**config.mk**
```make
export PLATFORM = sky130hd
export DESIGN_NAME = pcg_bank
export DESIGN_NICKNAME = d
export VERILOG_FILES = /design/src/rtl/pcg_pkg.sv /design/src/rtl/pcg_decode.sv /design/src/rtl/pcg_cell.sv /design/src/rtl/pcg_readback.sv /design/src/rtl/pcg_bank.sv
export SDC_FILE = /design/constraint.sdc
export NUM_CORES = 1
export LEC_CHECK = 0
export ABC_AREA = 0
export BUFFER_PORTS_ARGS = -buffer_cell sky130_fd_sc_hd__buf_2
export CAP_MARGIN = 20
export CORE_ASPECT_RATIO = 0.5
export CORE_MARGIN = 3
export CORE_UTILIZATION = 35
export DETAILED_ROUTE_END_ITERATION = 12
export HOLD_SLACK_MARGIN = 0.15
export PLACE_DENSITY = 0.57
export REMOVE_ABC_BUFFERS = 1
export SETUP_SLACK_MARGIN = 0.02
export SYNTH_ARGS = -nofsm -noshare
export SYNTH_HDL_FRONTEND = slang
export SYNTH_SLANG_ARGS = --single-unit
```
**constraint.sdc**
```tcl
create_clock -name clk -period 1 [get_ports clk]
set_input_delay 0.2 -clock clk [delete_from_list [all_inputs] [get_ports clk]]
set_output_delay 0.2 -clock clk [all_outputs]
set_load 0.005 [all_outputs]
```
**src/rtl/pcg_pkg.sv**
```systemverilog
`timescale 1ns/1ps
package pcg_pkg;

  // Function selected by the two low address bits.
  typedef enum logic [1:0] {
    FN_SET  = 2'd0,
    FN_CLR  = 2'd1,
    FN_STAT = 2'd2,
    FN_RSVD = 2'd3
  } fn_e;

  function automatic fn_e fn_of(input logic [1:0] low_addr);
    return fn_e'(low_addr);
  endfunction

  // Next state of one enable flop; clear dominates set, pinned cells stay on.
  function automatic logic next_enable(input logic cur, input logic set_b,
                                       input logic clr_b, input logic pinned);
    logic nxt;
    if (clr_b)      nxt = 1'b0;
    else if (set_b) nxt = 1'b1;
    else            nxt = cur;
    return pinned | nxt;
  endfunction

endpackage

```
**src/rtl/pcg_decode.sv**
```systemverilog
`timescale 1ns/1ps
module pcg_decode
  import pcg_pkg::*;
#(
  parameter int NUM_PERIPH = 64,
  parameter int DATA_W     = 32,
  parameter int ADDR_W     = 3
) (
  input  logic [ADDR_W-1:0]     addr,
  input  logic [DATA_W-1:0]     wr_data,
  input  logic                  wr_en,
  output logic [NUM_PERIPH-1:0] set_vec,
  output logic [NUM_PERIPH-1:0] clr_vec
);
  localparam int NUM_BANKS = NUM_PERIPH / DATA_W;
  localparam int BANK_W    = ADDR_W - 2;

  fn_e              fn;
  logic [BANK_W-1:0] bank;

  assign fn   = fn_of(addr[1:0]);
  assign bank = addr[ADDR_W-1:2];

  for (genvar b = 0; b < NUM_BANKS; b++) begin : g_bank
    logic hit;
    assign hit = wr_en && (bank == BANK_W'(b));
    assign set_vec[b*DATA_W +: DATA_W] = (hit && fn == FN_SET) ? wr_data : '0;
    assign clr_vec[b*DATA_W +: DATA_W] = (hit && fn == FN_CLR) ? wr_data : '0;
  end

endmodule

```
**src/rtl/pcg_cell.sv**
```systemverilog
`timescale 1ns/1ps
module pcg_cell
  import pcg_pkg::*;
#(
  parameter bit PINNED = 1'b0
) (
  input  logic clk,
  input  logic rst_n,
  input  logic set_i,
  input  logic clr_i,
  output logic en_o
);
  logic en_q;

  always_ff @(posedge clk or negedge rst_n) begin
    if (!rst_n) en_q <= PINNED;
    else        en_q <= next_enable(en_q, set_i, clr_i, PINNED);
  end

  assign en_o = en_q;

endmodule

```
**src/rtl/pcg_readback.sv**
```systemverilog
`timescale 1ns/1ps
module pcg_readback
  import pcg_pkg::*;
#(
  parameter int NUM_PERIPH = 64,
  parameter int DATA_W     = 32,
  parameter int ADDR_W     = 3
) (
  input  logic                  clk,
  input  logic                  rst_n,
  input  logic [ADDR_W-1:0]     addr,
  input  logic                  rd_en,
  input  logic [NUM_PERIPH-1:0] en_vec,
  output logic [DATA_W-1:0]     rd_data
);
  localparam int NUM_BANKS = NUM_PERIPH / DATA_W;
  localparam int BANK_W    = ADDR_W - 2;

  logic [DATA_W-1:0] words [NUM_BANKS];
  logic [BANK_W-1:0] bank;
  logic              bank_ok;
  logic [DATA_W-1:0] rd_next;

  for (genvar b = 0; b < NUM_BANKS; b++) begin : g_word
    assign words[b] = en_vec[b*DATA_W +: DATA_W];
  end

  assign bank    = addr[ADDR_W-1:2];
  assign bank_ok = (int'(bank) < NUM_BANKS);

  always_comb begin
    rd_next = '0;
    if (fn_of(addr[1:0]) == FN_STAT && bank_ok) rd_next = words[bank];
  end

  always_ff @(posedge clk or negedge rst_n) begin
    if (!rst_n)     rd_data <= '0;
    else if (rd_en) rd_data <= rd_next;
  end

endmodule

```
**src/rtl/pcg_bank.sv**
```systemverilog
`timescale 1ns/1ps
module pcg_bank #(
  parameter int NUM_PERIPH = 64,
  parameter int DATA_W     = 32,
  parameter int ALWAYS_ON  = 2,
  parameter int ADDR_W     = 2 + ((NUM_PERIPH / DATA_W > 1) ?
                                  $clog2(NUM_PERIPH / DATA_W) : 1)
) (
  input  logic                  clk,
  input  logic                  rst_n,
  input  logic [ADDR_W-1:0]     addr,
  input  logic [DATA_W-1:0]     wr_data,
  input  logic                  wr_en,
  input  logic                  rd_en,
  output logic [DATA_W-1:0]     rd_data,
  output logic [NUM_PERIPH-1:0] clk_en
);
  // Per-peripheral set and clear pulses, brought out for the checker.
  logic [NUM_PERIPH-1:0] set_vec;
  logic [NUM_PERIPH-1:0] clr_vec;

  pcg_decode #(
    .NUM_PERIPH(NUM_PERIPH), .DATA_W(DATA_W), .ADDR_W(ADDR_W)
  ) u_decode (
    .addr(addr), .wr_data(wr_data), .wr_en(wr_en),
    .set_vec(set_vec), .clr_vec(clr_vec)
  );

  for (genvar i = 0; i < NUM_PERIPH; i++) begin : g_cell
    pcg_cell #(.PINNED(i < ALWAYS_ON)) u_cell (
      .clk(clk), .rst_n(rst_n),
      .set_i(set_vec[i]), .clr_i(clr_vec[i]),
      .en_o(clk_en[i])
    );
  end

  pcg_readback #(
    .NUM_PERIPH(NUM_PERIPH), .DATA_W(DATA_W), .ADDR_W(ADDR_W)
  ) u_readback (
    .clk(clk), .rst_n(rst_n), .addr(addr), .rd_en(rd_en),
    .en_vec(clk_en), .rd_data(rd_data)
  );

endmodule

```
After elaboration in Yosys (flattened, before gate mapping):

Index checks and enable logic that the tools add are counted.

* $lt $le $gt $ge: 1
* eq/ne operators: 2
* muxes and demuxes: 132
* bitwise gates (word level): 2
* reduce and logical (&&, ||, !) cells: 69

Operators with widths (number)
* $mux W32: 8
* $mux W1: 124
* $reduce_bool A2 Y1: 62
* $logic_and A1 B1 Y1: 6
* $eq A2 B1 Y1 const B: 1
* $eq A2 B2 Y1 const B: 1
* $ge A2 B2 Y1 const B: 1
* $logic_not A2 Y1: 1
* $not A1 Y2: 1
* $not A1 Y1: 1

* bits in registers: 94
* bits of input ports: 39

Depth between registers and ports, before layout:

* depth after elaboration: 6
* gate-level depth with buffers: 4
* depth with buffers taken out: 2

Cells and area by module:

Synthesis repeated with hierarchy kept, for this count alone.

* cell total of the unflattened synthesis: 451
* area, all modules: 4679.5 um^2

By module, submodules not included
* pcg_cell (g_cell[10].u_cell ...): times used 62, cells an instance 2, area each 35.0 um^2, sequential area each 25.0 um^2
* pcg_readback: times used 1, cells an instance 140, area each 1589.0 um^2, sequential area each 800.8 um^2
* pcg_decode: times used 1, cells an instance 183, area each 895.9 um^2, sequential area each 0.0 um^2
* pcg_cell (g_cell[0].u_cell ...): times used 2, cells an instance 2, area each 11.3 um^2, sequential area each 0.0 um^2

Worst setup path after synthesis:

No wires, ideal clock.

* path kind: input -> register
* from: input port wr_en
* to: register g_cell[19].u_cell.en_q
* library setup time: 0.080 ns
* arrival time: 0.943 ns
* required time: 0.920 ns
* path slack: -0.022 ns
* cell stages on the path: 4
* path buffers: 2
* cells stage by stage: buf_2 > clkbuf_1 > and4bb_2 > mux2i_1

* cells in the longest elaborated chain, start to end: 4
* elaborated cells on any way between the ends: 7

RTL lines
* start: declaration: line pcg_bank.sv:13 `input logic wr_en,`
* $logic_and A1 B1 Y1 (*): line pcg_decode.sv:26 `assign hit = wr_en && (bank == BANK_W'(b));`
* $logic_and A1 B1 Y1, on equally long branches: line pcg_decode.sv:28, pcg_decode.sv:27
* $mux W32, on equally long branches: line pcg_decode.sv:28, pcg_decode.sv:27
* $mux W1 / $reduce_bool A2 Y1 (equally long branches)
* end signal: assignment: line pcg_cell.sv:17 `else en_q <= next_enable(en_q, set_i, clr_i, PINNED);`
* end: declaration: line pcg_cell.sv:13 `logic en_q;`

Mark *: on every way between the ends. The rest lies on a longest branch, timed or not.
A chain may end at the register's enable or synchronous reset.

Worst setup path in the final report:

* from: register g_cell[10].u_cell.en_q
* to: output port clk_en[10]

RTL lines
* start: declaration: line pcg_cell.sv:13
* start signal: assignment: line pcg_cell.sv:17
* end: declaration: line pcg_bank.sv:16 `output logic [NUM_PERIPH-1:0] clk_en`

No word-level cell between the ends.

==> run_results.csv <==
group,metric,value,unit
global_route,grt_pass1_wl,21220,um
pwr,power_leakage,0.003637,uW
timing,rsz0062_at_grt,"yes",
placement,gp_congestion,0.7652,
pwr,ir_drop,0.0007814,V
synth,synth-main-ff-cell,"dfrtp_1",
timing,hold_ws,177.4,ps
synth,netlist.area_leader.share,45.53,%
clocking,cts_made_buffers,9,
synth,synth_top_area_cell,"dfrtp_1",
synth,synth_area_leaders,"dfrtp_1 46%, mux2i_1 18%, buf_4 10%, and4bb_2 7.3%, inv_1 6.8%",
cells_and_area,final_util,48.42,%
floorplan,die_area,16340,um2
setup_path,worstSetupPathType,"register to output pin",
timing,setup_viol_count_final,94,
setup_path,endpoint_kind,"output pin",
clocking,clkSinkCount,94,
routing,vias_per_cell,4.570,
routing,drc,0,
routing,wl_per_cell,15.55,um
routing,drt_iter0_drc,184,
setup_path,crit_chain,"buf_2",
setup_path,required,800,ps
placement,dp.final_hpwl,8487,um
synth,yosysSeqAreaShare,45.53,%
synth,yosys_register_bits,94,
synth,yosysWarnings,0,
timing,skew,5.744,ps
routing,wl,13030,um
pwr,p_int,8532,uW
timing,fin_tns_setup,-4442,ps
clocking,clk_latency,330,ps
synth,syn_area,5166,um2
synth,synthCells,479,
cells_and_area,syn2layout_area_growth,31.22,%
routing,antenna_left,0,
cells_and_area,final_nets,680,
pwr,p_clk_share,29.0,%
worst_hold_path,hp-class,"input port to register",
setup_path,cp_slowest_cell,"dfrtp_1",
clocking,clkTransAtPathRegs,70,ps
synth,synth_edf_count,0,
timing,slew_violations,0,
timing,hold_viol_final,0,
floorplan,die_height,91.91,um
global_route,grt_antenna_before_repair,0,
pwr,switchingPower,3393,uW
clocking,cts_tree,"yes",
status,status,"finished, violations left",
setup_path,rrSetupSlack,10,ps
floorplan,initial_core_util,36.90,%
pwr,combPwrFrac,30.0,%
setup_path,slowest_delay,410,ps
synth,syn_area_per_cell,10.79,um2
setup_path,cp-start-kind,"register",
synth,synth_cell_types,14,
setup_path,path_max_fanout,2,
routing,drtPass1Iterations,4,
floorplan,dieWidth,177.8,um
placement,port_buffers,132,
timing,timing.final.crit_period,1083,ps
setup_path,crit_family,"flip-flops",
floorplan,ioPinCount,135,
global_route,grt-ovfl-total,0,
timing,fmax,923.1,MHz
cells_and_area,layout-drive-gt1-share,45.98,%
pwr,p_sw_share,28.45,%
synth,synth_async_sr_flop_share,100.0,%
routing,num_vias,3830,
pwr,power.density,1759,nW/um2
pwr,seqPwrFrac,41.0,%
status,violations,"negative setup slack",
global_route,grt_use_total,16.29,%
setup_path,worst-path-buf-inv,1,
floorplan,num_rows,30,
setup_path,crit_arrival,880,ps
timing,layout_setup_ws,-83.30,ps
global_route,first_global_vias,4005,
cells_and_area,antennaDiodeCount,0,
global_route,grt_max_degree,47,
clocking,cts.htree.levels,3,
timing,fin_crit_sh,108.3,%
clocking,cts_buffer_depth,2,
floorplan,placeableCoreArea,14000,um2
synth,synth_common_cells,"94 x dfrtp_1, 94 x inv_1, 92 x mux2i_1",
job,cap_violations,0,
clocking,cts_root_buf,"clkbuf_16",
-- per-layer routing --
layer	global-route usage [%]	wire, um
met1	20.89	5912
met2	28.13	6582
met3	3.474	406
met4	3.982	126
met5	0	0
-- power groups by stage --
stage,Combinational (uW),Sequential [uW],Clock (uW)
after floorplan,920,5050,0
after global placement,2350,5090,0
after detailed placement,2390,5100,0
after CTS,3340,4900,3570
after global routing,3980,4970,3750
final,3570,4890,3460
-- placed cells by master (no fill, tap or decap) --
| cell type | count |
|---|---|
| nor2b_1 | 2 |
| mux2i_2 | 1 |
| clkinv_2 | 3 |
| clkinvlp_4 | 1 |
| nand3b_1 | 1 |
| clkbuf_8 | 1 |
| buf_12 | 11 |
| o22ai_1 | 32 |
| dlygate4sd3_1 | 1 |
| buf_4 | 102 |
| inv_1 | 94 |
| clkinv_4 | 1 |
| conb_1 | 2 |
| mux2i_1 | 91 |
| clkbuf_16 | 9 |
| buf_6 | 7 |
| and4bb_2 | 30 |
| bufinv_16 | 1 |
| dfrtp_1 | 94 |
| nand4b_1 | 32 |
| buf_2 | 130 |
-- cell families (layout without fill, tap and decap cells) --
logic type | Yosys count | after routing | synth area share [%]
buf+inv | 195 | 361 | 19.62
flops | 94 | 94 | 45.53
mux | 92 | 92 | 17.83
simple gates | 65 | 65 | 13.08
compound gates | 32 | 32 | 3.875
other cells | 1 | 2 | 0.07259
-- repair_timing --
item	CTS	global route
gates resized for setup	2	7
gates cloned	0	0
pin swaps	0	1
endpoints found under the hold margin	94	0
hold buffers	1	0
endpoints found under the setup margin	94	95
buffers inserted	63	24
-- stage by stage --
step                instance area, um2  total power, uW  worst slack (ps)  cells
finish                            6779            11920            -83.30    838
CTS                               6584            11810            -99.80    815
global placement                  5793             7439            -103.1    735
detailed placement                5793             7491            -120.9    735
floorplan                         4509             5971            -212.6    379
global route                      6779            12700            -129.1    838
-- registers in the layout, indices dropped and copies added, names as in the netlist --
signal              cells
u_readback.rd_data     32
g_cell.u_cell.en_o     62
-- final timing paths --
kind | startpoint | endpoint | cells after the start
setup / recovery | g_cell[10].u_cell.en_o$_DFFE_PN0P_ | clk_en[10] | 1
hold / removal | wr_data[14] | g_cell[46].u_cell.en_o$_DFFE_PN0P_ | 3
setup reg to reg | g_cell[30].u_cell.en_o$_DFFE_PN0P_ | u_readback.rd_data[30]$_DFFE_PN0P_ | 4
hold reg to reg | u_readback.rd_data[7]$_DFFE_PN0P_ | u_readback.rd_data[7]$_DFFE_PN0P_ | 2
max in group asynchronous | rst_n | u_readback.rd_data[27]$_DFFE_PN0P_ | 3
min in group asynchronous | rst_n | g_cell[48].u_cell.en_o$_DFFE_PN0P_ | 2
-- final cells by class --
| class | instances | area, um2 |
|---|---|---|
| tap | 192 | 240.2 |
| sequential | 94 | 2352 |
| multi-input combinational | 191 | 1808 |
| clock buffer | 10 | 239.0 |
| timing repair buffer | 251 | 1725 |
| fill | 1343 | 7222 |
| inverter | 94 | 352.8 |
| clock inverter | 6 | 61.31 |
Note: power is estimated with default switching activity, not from simulation.
